**src/rtl/flash_sr_pkg.sv**
```systemverilog
package flash_sr_pkg;
  localparam int SR_W     = 8;
  localparam int BIT_BUSY = 0;
  localparam int BIT_WEL  = 1;
  localparam int BIT_P0   = 2;
  localparam int BIT_P1   = 3;
  localparam int BIT_AAI  = 6;
  localparam int BIT_LOCK = 7;

  typedef enum logic [1:0] {
    PROT_NONE    = 2'b00,
    PROT_QUARTER = 2'b01,
    PROT_HALF    = 2'b10,
    PROT_ALL     = 2'b11
  } prot_lvl_e;

  localparam prot_lvl_e PROT_RESET = PROT_ALL;
endpackage

```
**src/rtl/sr_arm_tracker.sv**
```systemverilog
module sr_arm_tracker (
  input  logic clk_i,
  input  logic rst_ni,
  input  logic arm_i,
  input  logic any_cmd_i,
  output logic armed_o
);
  logic armed_q;

  // armed only across the single next command
  always_ff @(posedge clk_i or negedge rst_ni) begin
    if (!rst_ni)        armed_q <= 1'b0;
    else if (arm_i)     armed_q <= 1'b1;
    else if (any_cmd_i) armed_q <= 1'b0;
  end

  assign armed_o = armed_q;


  arm_drop_chk: assert property (@(posedge clk_i) disable iff (!rst_ni)
    (any_cmd_i && !arm_i) |=> !armed_q);
endmodule

```
**src/rtl/sr_lock_regs.sv**
```systemverilog
module sr_lock_regs
  import flash_sr_pkg::*;
(
  input  logic            clk_i,
  input  logic            rst_ni,
  input  logic            write_i,
  input  logic            armed_i,
  input  logic            wp_ni,
  input  logic [SR_W-1:0] data_i,
  output prot_lvl_e       prot_o,
  output logic            lock_o
);
  prot_lvl_e prot_q;
  logic      lock_q;
  logic      accept;

  assign accept = write_i && armed_i && !(!wp_ni && lock_q);

  always_ff @(posedge clk_i or negedge rst_ni) begin
    if (!rst_ni) begin
      prot_q <= PROT_RESET;
      lock_q <= 1'b0;
    end else if (accept) begin
      prot_q <= prot_lvl_e'({data_i[BIT_P1], data_i[BIT_P0]});
      lock_q <= data_i[BIT_LOCK];
    end
  end

  assign prot_o = prot_q;
  assign lock_o = lock_q;


  unarmed_write_chk: assert property (@(posedge clk_i) disable iff (!rst_ni)
    (write_i && !armed_i) |=> $stable({lock_q, prot_q}));

  locked_write_chk: assert property (@(posedge clk_i) disable iff (!rst_ni)
    (write_i && !wp_ni && lock_q) |=> $stable({lock_q, prot_q}));
endmodule

```
**src/rtl/sr_wel_ctrl.sv**
```systemverilog
module sr_wel_ctrl (
  input  logic clk_i,
  input  logic rst_ni,
  input  logic wren_i,
  input  logic wrdi_i,
  input  logic op_done_i,
  input  logic aai_start_i,
  input  logic aai_top_i,
  output logic wel_o,
  output logic aai_o
);
  logic wel_q, aai_q, wel_clr, aai_clr;

  assign wel_clr = wrdi_i || op_done_i || aai_top_i;
  assign aai_clr = wrdi_i || aai_top_i;

  // clearing wins over a coincident set
  always_ff @(posedge clk_i or negedge rst_ni) begin
    if (!rst_ni) begin
      wel_q <= 1'b0;
      aai_q <= 1'b0;
    end else begin
      if (wel_clr)          wel_q <= 1'b0;
      else if (wren_i)      wel_q <= 1'b1;
      if (aai_clr)          aai_q <= 1'b0;
      else if (aai_start_i) aai_q <= 1'b1;
    end
  end

  assign wel_o = wel_q;
  assign aai_o = aai_q;


  wel_set_chk: assert property (@(posedge clk_i) disable iff (!rst_ni)
    (wren_i && !wrdi_i && !op_done_i && !aai_top_i) |=> wel_q);

  wel_done_clr_chk: assert property (@(posedge clk_i) disable iff (!rst_ni)
    (op_done_i || aai_top_i) |=> !wel_q);

  aai_top_clr_chk: assert property (@(posedge clk_i) disable iff (!rst_ni)
    aai_top_i |=> !aai_q);
endmodule

```
**src/rtl/sr_range_check.sv**
```systemverilog
module sr_range_check
  import flash_sr_pkg::*;
#(
  parameter int ADDR_W = 17
) (
  input  prot_lvl_e         prot_i,
  input  logic [ADDR_W-1:0] addr_i,
  output logic              prot_o,
  output logic              chip_ok_o
);
  localparam int TOP = ADDR_W - 1;

  logic in_half, in_quarter;

  generate
    if (ADDR_W >= 2) begin : g_wide
      assign in_half    = addr_i[TOP];
      assign in_quarter = addr_i[TOP] && addr_i[TOP-1];
    end else begin : g_narrow
      assign in_half    = addr_i[0];
      assign in_quarter = addr_i[0];
    end
  endgenerate

  always_comb begin
    unique case (prot_i)
      PROT_NONE:    prot_o = 1'b0;
      PROT_QUARTER: prot_o = in_quarter;
      PROT_HALF:    prot_o = in_half;
      default:      prot_o = 1'b1;
    endcase
  end

  assign chip_ok_o = (prot_i == PROT_NONE);
endmodule

```
**src/rtl/flash_sr_guard.sv**
```systemverilog
module flash_sr_guard
  import flash_sr_pkg::*;
#(
  parameter int ADDR_W = 17
) (
  input  logic              clk_i,
  input  logic              rst_ni,
  input  logic              wren_i,
  input  logic              wrdi_i,
  input  logic              sr_arm_i,
  input  logic              sr_write_i,
  input  logic [SR_W-1:0]   sr_data_i,
  input  logic              other_cmd_i,
  input  logic              prog_done_i,
  input  logic              sect_done_i,
  input  logic              blk_done_i,
  input  logic              chip_done_i,
  input  logic              aai_start_i,
  input  logic              aai_top_i,
  input  logic              busy_i,
  input  logic              wp_ni,
  input  logic [ADDR_W-1:0] addr_i,
  output logic [SR_W-1:0]   status_o,
  output logic              wel_o,
  output logic              addr_prot_o,
  output logic              chip_erase_ok_o
);
  logic      any_cmd, armed, lock, wel, aai, op_done;
  prot_lvl_e prot;

  assign any_cmd = wren_i || wrdi_i || sr_arm_i || sr_write_i || other_cmd_i;
  assign op_done = prog_done_i || sect_done_i || blk_done_i || chip_done_i;

  sr_arm_tracker u_arm (
    .clk_i, .rst_ni,
    .arm_i     (sr_arm_i),
    .any_cmd_i (any_cmd),
    .armed_o   (armed)
  );

  sr_lock_regs u_lock (
    .clk_i, .rst_ni,
    .write_i (sr_write_i),
    .armed_i (armed),
    .wp_ni,
    .data_i  (sr_data_i),
    .prot_o  (prot),
    .lock_o  (lock)
  );

  sr_wel_ctrl u_wel (
    .clk_i, .rst_ni,
    .wren_i, .wrdi_i,
    .op_done_i   (op_done),
    .aai_start_i, .aai_top_i,
    .wel_o       (wel),
    .aai_o       (aai)
  );

  sr_range_check #(.ADDR_W(ADDR_W)) u_range (
    .prot_i    (prot),
    .addr_i,
    .prot_o    (addr_prot_o),
    .chip_ok_o (chip_erase_ok_o)
  );

  always_comb begin
    status_o           = '0;
    status_o[BIT_BUSY] = busy_i;
    status_o[BIT_WEL]  = wel;
    status_o[BIT_P0]   = prot[0];
    status_o[BIT_P1]   = prot[1];
    status_o[BIT_AAI]  = aai;
    status_o[BIT_LOCK] = lock;
  end

  assign wel_o = wel;


  full_prot_chk: assert property (@(posedge clk_i) disable iff (!rst_ni)
    (status_o[BIT_P1] && status_o[BIT_P0]) |-> addr_prot_o);

  chip_ok_chk: assert property (@(posedge clk_i) disable iff (!rst_ni)
    chip_erase_ok_o |-> (status_o[BIT_P1:BIT_P0] == 2'b00 && !addr_prot_o));

  sr_write_keeps_wel_chk: assert property (@(posedge clk_i) disable iff (!rst_ni)
    (sr_write_i && !wren_i && !wrdi_i && !op_done && !aai_top_i) |=> $stable(wel));
endmodule

```
**config.mk**
```make
export PLATFORM = sky130hd
export DESIGN_NAME = flash_sr_guard
export DESIGN_NICKNAME = d
export VERILOG_FILES = /design/src/rtl/flash_sr_pkg.sv /design/src/rtl/sr_arm_tracker.sv /design/src/rtl/sr_lock_regs.sv /design/src/rtl/sr_wel_ctrl.sv /design/src/rtl/sr_range_check.sv /design/src/rtl/flash_sr_guard.sv
export SDC_FILE = /design/constraint.sdc
export NUM_CORES = 1
export LEC_CHECK = 0
export ABC_AREA = 1
export BUFFER_PORTS_ARGS = -buffer_cell sky130_fd_sc_hd__buf_4
export CAP_MARGIN = 20
export CORE_AREA = 2 2 39 41
export CTS_CLUSTER_DIAMETER = 120
export DETAILED_ROUTE_END_ITERATION = 7
export DIE_AREA = 0 0 41 43
export HOLD_SLACK_MARGIN = 0.1
export PLACE_DENSITY_LB_ADDON = 0.2
export SLEW_MARGIN = 20
export SYNTH_ARGS = -nofsm -noshare
export SYNTH_HDL_FRONTEND = slang
export SYNTH_SLANG_ARGS = --single-unit
export TNS_END_PERCENT = 50
```
**constraint.sdc**
```tcl
create_clock -name clk_i -period 2 [get_ports clk_i]
set_input_delay 0.4 -clock clk_i [delete_from_list [all_inputs] [get_ports clk_i]]
set_output_delay 0.4 -clock clk_i [all_outputs]
set_load 0.02 [all_outputs]
```
# Yosys cells after proc, flatten, opt, wreduce, memory -nomap -nowiden
# Cells that the tools add are included.
# word_totals
reg_bits	6
output_inout_bits	11
in_bits	40
word_cells	34
# classes
n_mux	7
n_eq_ne	2
n_reduce_logical	20
# op_table
operator	n
$logic_or A1 B1 Y1	10
$mux W1	6
$reduce_bool A2 Y1	3
$logic_and A1 B1 Y1	4
$pmux W1 S3	1
$eq A2 B1 Y1 const B	1
$eq A2 B2 Y1 const B	1
$logic_not A1 Y1	2
$logic_not A2 Y1	1

# Longest topological paths before layout
# depth
ltp_word	6
mapped_depth	5
mapped_depth_nobuf	5

# Cells and area by module
# A second synthesis with hierarchy kept.
# unflattened
cells_unflattened	48
area_unflattened_um2	350.3
# modules_own_cells
mod	cells_each	instances	area_each_um2	seq_area_each_um2
sr_lock_regs	17	1	140.1	77.6
flash_sr_guard	14	1	76.3	0.0
sr_wel_ctrl	8	1	76.3	50.0
sr_arm_tracker	5	1	40.0	25.0
sr_range_check	4	1	17.5	0.0

# Worst setup path after synthesis
# Ideal clock, no wire load.
# synth_timing
path_kind	reg-to-output
startpoint	register u_lock.prot_q[0], in the netlist u_lock.prot_o[0]
endpoint	output port addr_prot_o
t_arrival_ns	0.856
n_path_buf	0
path_slack_ns	0.744
stages_incl_launch_ff	3
required_time_ns	1.600
cell_sequence	dfstp_2 o21ai_0 nand2_1
# synth_via
elab_chain_cells	2
elab_cells_between_ends	4
cone_classes	2 x eq/ne; 1 x mux; 1 x reduce/logical
# synth_lines
element	line	source
from (decl)	sr_lock_regs.sv:13	prot_lvl_e prot_q;
from (signal assigned)	sr_lock_regs.sv:24	prot_q <= prot_lvl_e'({data_i[BIT_P1], data_i[BIT_P0]});
$eq A2 B2 Y1 (tied with other cells)	sr_range_check.sv:26	unique case (prot_i)
$pmux W1 S3 *	sr_range_check.sv:26	
to (decl)	flash_sr_guard.sv:25	output logic addr_prot_o,
# Every way passes the cells marked *; elsewhere a longest branch is shown, timed or not.

# Worst setup path after layout
# Same ends and word-level chain as after synthesis.

==> out/results.ini <==
[worst_setup_path]
r2r_end=u_lock.lock_o
reg2reg_depth=4
worst-path-stages=3
critical_path_arrival_ns=1.07
path_class=flip-flop to output pin
regToRegSetupSlack_ns=1.25
crit_slowest_cell=dfstp_2
max_stage_delay_ns=0.55
critPathBufInv=1
required_ns=1.60
critPathLaunch=u_lock.prot_o[0]
path_delay_family=flip-flops
crit_path_end_kind=output pin
crit_end=addr_prot_o
reg2reg_from=u_arm.armed_o
cp_max_fo=5
cp_cell_sequence=o21ai_0 > nand2_1 > buf_4
start_kind=flip-flop

[layout]
fin_nets=110
fin_cells=84
antenna_cells=0
drive_above_1_share_pct=50.0
syn2layout_area_growth_pct=62.0
fin_area_um2=539
final_cell_mix=buf_4, nand2_1, nor2_1, nand3_1, dfrtp_1
fin_util_pct=39.0
layout_commonest_cell=buf_4

[timing]
fin_setup_tns_ns=0
rsz0062_at_grt=no
hold_viol_final=0
final.period_utilization_pct=73.6
fin_skew_ns=0.00478
fin_hold_ws_ns=0.350
finalMaxSlewViolations=0
period_minus_slack_ns=1.47
max_freq_mhz=679
finalSetupViolCount=0

[clocking]
cts_root_buf=clkbuf_4
cts_hold_buf=1
cts_buffers=3
path_clk_slew_ns=0.05
ctsLongestPathBuffers=2
clock-sinks=6
htree_levels=1
cts_tree=done
cts_resized=0
post-cts-setup-buffer-count=0
clkLatencyLatePin_ns=0.24

[flow_run]
cap_violations=0

[floorplanning]
start_util_pct=24.1
die_w_um=41
core_mm2=0.00138
rows=14
fp.dieH_um=43
ios=51
die-area_mm2=0.00176

[global_route]
grt_pass1_wl_um=1130
gr-total-overflow=0
antenna_found_initial=0
grt_use_total_pct=9.68
grt_max_degree=7
grt_pass1_vias=306

[logic_synthesis]
synth.avg_cell_area_um2=7.74
synth.distinct_cells=13
ys_ff_latch=6
netlist_instances=43
synth_area_um2=333
ys_warn_count=0
yosysSeqAreaShare_pct=45.9

[placed_design]
globalplace.congestion=0.609
numPortBuffers=26
placed_cells_incl_taps=80
placed_cell_area_um2=507

[routing]
via_per_inst=3.93
drtPass1Iterations=4
routed_wl_um=701
ant_nets=0
num_vias=330
drtIter0Drc=11
drc=0
wire_per_inst_um=8.35

[power]
p_sw_share_pct=30.7
pwr-share-comb_pct=32.4
ir_worst_vdd_v=0.000392
power.internal_w=0.000272
p_sw_w=0.000120
p_clk_share_pct=28.3
p_leak_nw=0.298
seq_power_share_pct=39.2
p_per_area_mw_per_mm2=729

[outcome]
outcome=finished, final reports clean

[hold_path]
whs_path_depth=3
hold_class=input port to flip-flop

metal layers:
| metal | vias to the layer above | track usage, % | routed length [um] |
|---|---|---|---|
| met3 | 0 | 6.28 | 92 |
| met1 | 137 | 11.4 | 287 |
| met5 | - | 0 | 0 |
| li1 | 176 | - | - |
| met4 | 0 | 2.00 | 0 |
| met2 | 17 | 14.4 | 321 |
state kept, by name, indices dropped and copies added, names as in the netlist:
| name | flops |
|---|---|
| u_wel.aai_o | 1 |
| u_lock.prot_o | 2 |
| u_arm.armed_o | 1 |
| u_lock.lock_o | 1 |
| u_wel.wel_o | 1 |
power groups by stage:
stage	Sequential [W]	Combinational, W	Clock (W)
final	0.000154	0.000127	0.000111
after floorplan	0.000164	0.0000631	0
after CTS	0.000155	0.000129	0.000120
after detailed placement	0.000156	0.000128	0
after global placement	0.000156	0.000127	0
after global routing	0.000157	0.000140	0.000127
stage by stage:
step                      setup slack [ns]  power, W
after floorplan                      0.744  0.000227
after global placement               0.746  0.000283
after detailed placement             0.737  0.000284
after CTS                            0.508  0.000404
after global routing                 0.472  0.000424
final                                0.528  0.000393
area by class of cell:
cell class | count | area [um^2]
multi-input cells | 29 | 128
inverters | 3 | 11.3
clock buffers | 3 | 22.5
fillers | 157 | 845
repair buffers | 27 | 205
well taps | 16 | 20.0
flip-flops and latches | 6 | 153
cells in the mapped netlist (all sizes together):
cell | n | area, um^2
nand3 | 5 | 25.0
nand2 | 11 | 46.3
buf | 6 | 45.0
inv | 3 | 11.3
o21a | 1 | 7.51
dfstp | 2 | 52.6
o21ai | 3 | 15.0
dfrtp | 4 | 100
conb | 1 | 3.75
nor2 | 7 | 26.3
worst min-delay path, cell delays in order:
cell and delay (ns):
buf_4 0.08, inv_1 0.03, nand2_1 0.05
worst min-delay path by stage:
stage	to	from
after floorplan	u_arm.armed_o	rst_ni
after global placement	u_wel.wel_o	rst_ni
after detailed placement	u_wel.wel_o	rst_ni
after CTS	u_arm.armed_o	sr_arm_i
after global routing	u_arm.armed_o	sr_arm_i
final	u_arm.armed_o	sr_arm_i
kinds of logic after synthesis:
family | synth area share, %
simple gates | 29.3
other cells | 1.13
buf+inv | 16.9
flops | 45.9
compound gates | 6.77
(Power assumes the default switching activity.)
